[config.mk]
export PLATFORM = sky130hd
export DESIGN_NAME = bus_cycle_seq
export DESIGN_NICKNAME = d
export VERILOG_FILES = /design/src/rtl/bcs_pkg.sv /design/src/rtl/bcs_rdy_sync.sv /design/src/rtl/bcs_phase_fsm.sv /design/src/rtl/bcs_pin_drive.sv /design/src/rtl/bus_cycle_seq.sv
export SDC_FILE = /design/constraint.sdc
export NUM_CORES = 1
export LEC_CHECK = 0
export BUFFER_PORTS_ARGS = -buffer_cell sky130_fd_sc_hd__buf_2
export CORE_MARGIN = 2
export CORE_UTILIZATION = 49
export DETAILED_ROUTE_END_ITERATION = 16
export HOLD_SLACK_MARGIN = 0.12
export PLACE_DENSITY = 0.85
export SLEW_MARGIN = 20
export SYNTH_ARGS = -nofsm -noshare
export SYNTH_HDL_FRONTEND = slang
export SYNTH_SLANG_ARGS = --single-unit
[constraint.sdc]
create_clock -name clk -period 1.9 [get_ports clk]
set_input_delay 0.475 -clock clk [delete_from_list [all_inputs] [get_ports clk]]
set_output_delay 0.475 -clock clk [all_outputs]
set_load 0.05 [all_outputs]
[src/rtl/bcs_pkg.sv]
`timescale 1ns/1ps
package bcs_pkg;

  typedef enum logic [2:0] {
    PH_IDLE = 3'd0,
    PH_T1   = 3'd1,
    PH_T2   = 3'd2,
    PH_T3   = 3'd3,
    PH_TW   = 3'd4,
    PH_T4   = 3'd5,
    PH_HOLD = 3'd6
  } phase_e;

  localparam logic [2:0] K_INTA   = 3'b000;
  localparam logic [2:0] K_IORD   = 3'b001;
  localparam logic [2:0] K_IOWR   = 3'b010;
  localparam logic [2:0] K_HALT   = 3'b011;
  localparam logic [2:0] K_FETCH  = 3'b100;
  localparam logic [2:0] K_MEMRD  = 3'b101;
  localparam logic [2:0] K_MEMWR  = 3'b110;
  localparam logic [2:0] K_IDLE   = 3'b111;

  function automatic logic kind_writes(input logic [2:0] k);
    return (k == K_IOWR) || (k == K_MEMWR);
  endfunction

  function automatic logic kind_reads(input logic [2:0] k);
    return (k == K_INTA) || (k == K_IORD) || (k == K_FETCH) || (k == K_MEMRD);
  endfunction

  function automatic logic kind_waits(input logic [2:0] k);
    return k != K_HALT;
  endfunction

  function automatic logic nibble_has_zero(input logic [3:0] n);
    return ~n[3] | ~n[2] | ~n[1] | ~n[0];
  endfunction

  function automatic logic phase_in_cycle(input phase_e p);
    return (p == PH_T1) || (p == PH_T2) || (p == PH_T3) || (p == PH_TW) || (p == PH_T4);
  endfunction

  function automatic logic phase_strobe(input phase_e p);
    return (p == PH_T2) || (p == PH_T3) || (p == PH_TW);
  endfunction

  function automatic logic phase_data(input phase_e p);
    return (p == PH_T2) || (p == PH_T3) || (p == PH_TW) || (p == PH_T4);
  endfunction

endpackage

[src/rtl/bcs_rdy_sync.sv]
`timescale 1ns/1ps
module bcs_rdy_sync #(
  parameter int STAGES = 2,
  parameter bit HALF   = 1'b0
) (
  input  logic clk,
  input  logic rst_n,
  input  logic d,
  output logic q
);
  logic front;
  logic [STAGES-1:0] chain;

  generate
    if (HALF) begin : g_half
      logic neg_q;
      always_ff @(negedge clk or negedge rst_n) begin
        if (!rst_n) neg_q <= 1'b0;
        else        neg_q <= d;
      end
      assign front = neg_q;
    end else begin : g_direct
      assign front = d;
    end
  endgenerate

  always_ff @(posedge clk or negedge rst_n) begin
    if (!rst_n) chain <= '0;
    else        chain <= {chain[STAGES-2:0], front};
  end

  assign q = chain[STAGES-1];
endmodule

[src/rtl/bcs_phase_fsm.sv]
`timescale 1ns/1ps
module bcs_phase_fsm
  import bcs_pkg::*;
(
  input  logic       clk,
  input  logic       rst_n,
  input  logic       req_valid,
  input  logic [2:0] req_kind,
  input  logic       hold,
  input  logic       rdy,
  output phase_e     phase,
  output logic [2:0] kind,
  output logic       req_ready,
  output logic       accept,
  output logic       ready_taken
);
  phase_e nxt;
  logic   go;

  assign req_ready   = (phase == PH_IDLE) && !hold;
  assign accept      = req_ready && req_valid && (req_kind != K_IDLE);
  assign go          = !kind_waits(kind) || rdy;
  assign ready_taken = ((phase == PH_T3) || (phase == PH_TW)) && go;

  always_comb begin
    nxt = phase;
    unique case (phase)
      PH_IDLE: begin
        if (hold)        nxt = PH_HOLD;
        else if (accept) nxt = PH_T1;
      end
      PH_T1:   nxt = PH_T2;
      PH_T2:   nxt = PH_T3;
      PH_T3:   nxt = go ? PH_T4 : PH_TW;
      PH_TW:   nxt = go ? PH_T4 : PH_TW;
      PH_T4:   nxt = hold ? PH_HOLD : PH_IDLE;
      PH_HOLD: nxt = hold ? PH_HOLD : PH_IDLE;
      default: nxt = PH_IDLE;
    endcase
  end

  always_ff @(posedge clk or negedge rst_n) begin
    if (!rst_n) begin
      phase <= PH_IDLE;
      kind  <= K_IDLE;
    end else begin
      phase <= nxt;
      if (accept) kind <= req_kind;
    end
  end
endmodule

[src/rtl/bcs_pin_drive.sv]
`timescale 1ns/1ps
module bcs_pin_drive
  import bcs_pkg::*;
#(
  parameter int ADDR_W = 20,
  parameter int DATA_W = 8,
  localparam int AO_W  = ADDR_W - 4 - DATA_W
) (
  input  logic              clk,
  input  logic              rst_n,
  input  phase_e            phase,
  input  logic [2:0]        kind,
  input  logic              accept,
  input  logic [2:0]        req_kind,
  input  logic              ready_taken,
  input  logic [ADDR_W-1:0] addr_q,
  input  logic [DATA_W-1:0] wdata_q,
  input  logic              dma_q,
  input  logic [DATA_W-1:0] ad_in,
  output logic [DATA_W-1:0] ad_out,
  output logic              ad_oe,
  output logic [AO_W-1:0]   ao_hi,
  output logic              bus_oe,
  output logic [2:0]        status,
  output logic              s6,
  output logic              ale,
  output logic              rd_n,
  output logic              wr_n,
  output logic              wb_n,
  output logic              den_n,
  output logic              dt_r,
  output logic              upper_zero,
  output logic              hlda,
  output logic [DATA_W-1:0] rd_data,
  output logic              rd_valid
);
  logic in_cyc, in_strobe, in_data, is_wr, is_rd;

  always_comb begin
    in_cyc    = phase_in_cycle(phase);
    in_strobe = phase_strobe(phase);
    in_data   = phase_data(phase);
    is_wr     = kind_writes(kind);
    is_rd     = kind_reads(kind);

    status     = (in_cyc && phase != PH_T4) ? kind : K_IDLE;
    ale        = (phase == PH_T1);
    rd_n       = !(in_strobe && is_rd);
    wr_n       = !(in_strobe && is_wr);
    wb_n       = !(in_cyc && is_wr);
    den_n      = !(in_data && kind != K_HALT);
    ad_oe      = (phase == PH_T1) || (in_data && is_wr);
    ad_out     = (phase == PH_T1) ? addr_q[DATA_W-1:0] : wdata_q;
    ao_hi      = addr_q[ADDR_W-5:DATA_W];
    upper_zero = in_cyc && nibble_has_zero(addr_q[ADDR_W-1:ADDR_W-4]);
    s6         = in_data && dma_q;
    bus_oe     = (phase != PH_HOLD);
    hlda       = (phase == PH_HOLD);
    rd_valid   = (phase == PH_T4) && is_rd;
  end

  always_ff @(posedge clk or negedge rst_n) begin
    if (!rst_n) begin
      dt_r    <= 1'b0;
      rd_data <= '0;
    end else begin
      if (accept) dt_r <= kind_writes(req_kind);
      if (ready_taken && is_rd) rd_data <= ad_in;
    end
  end
endmodule

[src/rtl/bus_cycle_seq.sv]
`timescale 1ns/1ps
module bus_cycle_seq
  import bcs_pkg::*;
#(
  parameter int ADDR_W      = 20,
  parameter int DATA_W      = 8,
  parameter int SYNC_STAGES = 2,
  localparam int AO_W       = ADDR_W - 4 - DATA_W
) (
  input  logic              clk,
  input  logic              rst_n,
  input  logic              req_valid,
  input  logic [2:0]        req_kind,
  input  logic [ADDR_W-1:0] req_addr,
  input  logic [DATA_W-1:0] req_wdata,
  input  logic              req_dma,
  output logic              req_ready,
  input  logic              rdy_async,
  input  logic              rdy_sync,
  input  logic              hold,
  input  logic [DATA_W-1:0] ad_in,
  output logic [DATA_W-1:0] ad_out,
  output logic              ad_oe,
  output logic [ADDR_W-1:0] addr_out,
  output logic [AO_W-1:0]   ao_hi,
  output logic              bus_oe,
  output logic [2:0]        status,
  output logic              s6,
  output logic              ale,
  output logic              rd_n,
  output logic              wr_n,
  output logic              wb_n,
  output logic              den_n,
  output logic              dt_r,
  output logic              upper_zero,
  output logic              hlda,
  output logic [DATA_W-1:0] rd_data,
  output logic              rd_valid
);
  logic [1:0]        rdy_raw, rdy_synced;
  logic              rdy_merged;
  phase_e            phase_w;
  logic [2:0]        kind_w;
  logic              accept_w, ready_taken_w, arm_nm;
  logic [ADDR_W-1:0] addr_q;
  logic [DATA_W-1:0] wdata_q;
  logic              dma_q;

  // index 0: synchronous ready, index 1: asynchronous ready (extra half stage)
  assign rdy_raw = {rdy_async, rdy_sync};

  for (genvar i = 0; i < 2; i++) begin : g_rdy
    bcs_rdy_sync #(.STAGES(SYNC_STAGES), .HALF(i == 1)) u_sync (
      .clk(clk), .rst_n(rst_n), .d(rdy_raw[i]), .q(rdy_synced[i])
    );
  end

  assign rdy_merged = |rdy_synced;

  bcs_phase_fsm u_fsm (
    .clk(clk), .rst_n(rst_n), .req_valid(req_valid), .req_kind(req_kind),
    .hold(hold), .rdy(rdy_merged), .phase(phase_w), .kind(kind_w),
    .req_ready(req_ready), .accept(accept_w), .ready_taken(ready_taken_w)
  );

  always_ff @(posedge clk or negedge rst_n) begin
    if (!rst_n) begin
      addr_q  <= '0;
      wdata_q <= '0;
      dma_q   <= 1'b0;
    end else if (accept_w) begin
      addr_q  <= req_addr;
      wdata_q <= req_wdata;
      dma_q   <= req_dma;
    end
  end

  // falling-edge stage: the plain address leads the multiplexed bus by half a clock
  assign arm_nm = req_ready && req_valid && (req_kind != K_IDLE);

  always_ff @(negedge clk or negedge rst_n) begin
    if (!rst_n)      addr_out <= '0;
    else if (arm_nm) addr_out <= req_addr;
  end

  bcs_pin_drive #(.ADDR_W(ADDR_W), .DATA_W(DATA_W)) u_drive (
    .clk(clk), .rst_n(rst_n), .phase(phase_w), .kind(kind_w),
    .accept(accept_w), .req_kind(req_kind), .ready_taken(ready_taken_w),
    .addr_q(addr_q), .wdata_q(wdata_q), .dma_q(dma_q), .ad_in(ad_in),
    .ad_out(ad_out), .ad_oe(ad_oe), .ao_hi(ao_hi), .bus_oe(bus_oe),
    .status(status), .s6(s6), .ale(ale), .rd_n(rd_n), .wr_n(wr_n),
    .wb_n(wb_n), .den_n(den_n), .dt_r(dt_r), .upper_zero(upper_zero),
    .hlda(hlda), .rd_data(rd_data), .rd_valid(rd_valid)
  );
endmodule

==> out/qor.yml <==
global_route:
  grt_pass1_wl_um: 10600
  antenna_found_initial: 1
  grt_max_degree: 45
  first_global_vias: 2262
  grt.total_usage_pct: 21.7
  grt_overflow_total: 0
setup_path:
  start_kind: "flop"
  worst-path-max-fanout: 8
  required_ns: 1.11
  crit_type: "flop to flop"
  cp.arrival_ns: 1.68
  crit_path_end_kind: "flop"
timing:
  rsz0062_at_grt: "yes"
  clock_skew_ns: 0.0149
  slew_viol_final: 0
  hold_violations: 0
  setup_violations: 70
  slew_headroom_pct: 74.4
  finalWorstSetupSlack_ns: -0.574
  setup_tns_ns: -28.47
  tightest_slew_ns: 0.383
logic_synthesis:
  synth_largest_area_cell: "dfrtp_1"
  syn-cell-area_um2: 2910
  synth_cell_type_count: 32
  synth_area_per_cell_um2: 14.5
  ys_async_sr_fraction_pct: 100
  netlist_top_cells_area: "dfrtp_1 39%, mux2_2 27%, dfrtn_1 18%"
  yosysSeqAreaShare_pct: 59.6
  synth_edf_count: 0
  syn_nets: 247
  ys_seq_elements: 69
  synthFlopType: "dfrtp_1"
  yosysWarnings: 0
  synth_top_area_share_pct: 38.8
  postSynthCellCount: 201
run_status:
  violations: "setup timing"
  status: "finished, violations left"
clocking:
  cts_hold_buf: 0
  cts_root_buf: "clkbuf_8"
  numCtsBuffers: 9
  clock_path_buffers: 2
  clk_latency_ns: 0.33
  cts.clk_slew.worst_paths_ns: 0.07
  htreeDepth: 3
  cts.sinks: 69
  cts_tree: "yes"
route:
  wl_um: 7170
  routed_via_density: 4.97
  drc: 0
  firstDrtPassIters: 4
  vias: 2112
  avgRoutedWirePerCell_um: 16.9
  dr.first_iter.drc_count: 63
  drtAntennaViolNets: 0
finish:
  final_common_cell: "buf_2"
  final_area_um2: 4520
  fillCellCount: 349
  syn_to_final_growth_pct: 55.5
  most-common-layout-cells: "62 x buf_2, 53 x mux2_2, 50 x buf_6, 45 x dfrtp_1, 26 x buf_4"
  nets: 390
  layout-drive-gt1-share_pct: 73.4
placed_design:
  gp_congestion: 0.834
  placed_area_um2: 3710
  port_buffers: 105
  dp_hpwl_um: 4660
floorplan:
  die_y_um: 81
  coreArea_um2: 5820
  ios: 106
  placementRows: 28
  die_w_um: 81
  initial_core_util_pct: 50.0
  die-area_um2: 6560
worst_hold_path:
  hold_class: "input pin to asynchronous set/reset pin"
run:
  drv_cap: 0
-- metal layers --
metal / track usage, % / wire (µm)
met5: 0 / 0
met4: 10.0 / 137
met3: 6.22 / 300
met2: 36.5 / 3880
met1: 25.7 / 2850
-- final cells by class --
type | count | area (µm²) | share of cell area [%]
timing repair buffer | 149 | 1240 | 27.5
clock buffer | 15 | 176 | 3.91
inverter | 3 | 15.0 | 0.332
clock inverter | 1 | 5.00 | 0.111
sequential | 69 | 1730 | 38.3
antenna | 1 | 2.50 | 0.0554
tap | 75 | 93.8 | 2.08
multi-input combinational | 112 | 1250 | 27.7
-- final timing paths --
check | slack, ns | to | start | cells past startpoint
min in group clk | 0.25 | g_rdy[0].u_sync.chain[0] | rdy_sync | 1
hold / removal | 0.13 | u_drive.rd_data[3] | rst_n | 2
hold reg to reg | 0.36 | g_rdy[1].u_sync.chain[1] | g_rdy[1].u_sync.chain[0] | 0
max in group asynchronous | 0.68 | addr_out[8] | rst_n | 2
setup / recovery | -0.57 | addr_out[2] | u_fsm.phase[2] | 4
setup reg to reg | -0.57 | addr_out[2] | u_fsm.phase[2] | 4
-- cells in the mapped netlist, types with 3 or more instances --
| cell | instances |
|---|---|
| buf_4 | 8 |
| nor2_1 | 4 |
| buf_2 | 7 |
| mux2_2 | 69 |
| dfrtn_1 | 21 |
| inv_1 | 3 |
| dfstp_2 | 3 |
| nand3_1 | 5 |
| nand2b_1 | 5 |
| nand2_1 | 6 |
| dfrtp_1 | 45 |
-- flip-flops by register name (all words and copies together), names as in the netlist, 3 cells and up --
name and cells:
addr_out 20, addr_q 20, g_rdy.u_sync.chain 4, u_drive.rd_data 8, u_fsm.kind 3, u_fsm.phase 3, wdata_q 8
-- timing repair --
item / CTS / global route
endpoints found under the setup margin: 71 / 71
buffers inserted: 15 / 7
pin swaps: 14 / 10
resized for setup: 128 / 11
-- kinds of logic after synthesis --
group / share of synthesized area (%)
multiplexers: 26.7
adder cells (fa/ha/maj): 0.345
AO/OA/AOI/OAI: 2.28
AND/OR/NAND/NOR: 6.55
XOR/XNOR: 0.603
buffers and inverters: 3.92
flip-flops: 59.6
-- through the flow --
| stage | instances | setup WS, ns | utilization [%] | hold slack, ns |
|---|---|---|---|---|
| after floorplan | 201 | -1.14 | - | 0.179 |
| after global placement | 388 | -0.773 | 63.8 | 0.334 |
| after detailed placement | 388 | -0.775 | 63.8 | 0.350 |
| after CTS | 419 | -0.604 | 76.3 | 0.122 |
| after global routing | 425 | -0.641 | 77.7 | 0.127 |
| final | 425 | -0.574 | 77.7 | 0.125 |
-- worst max-delay path: stages, from the launching register on --
cell and delay [ns]:
dfrtp_1 0.41, nor4_4 0.30, nand3_2 0.17, buf_6 0.18, mux2_2 0.29
Power is not shown: default switching activity piles up to over one toggle a cycle in this logic, so the estimate is an artifact.
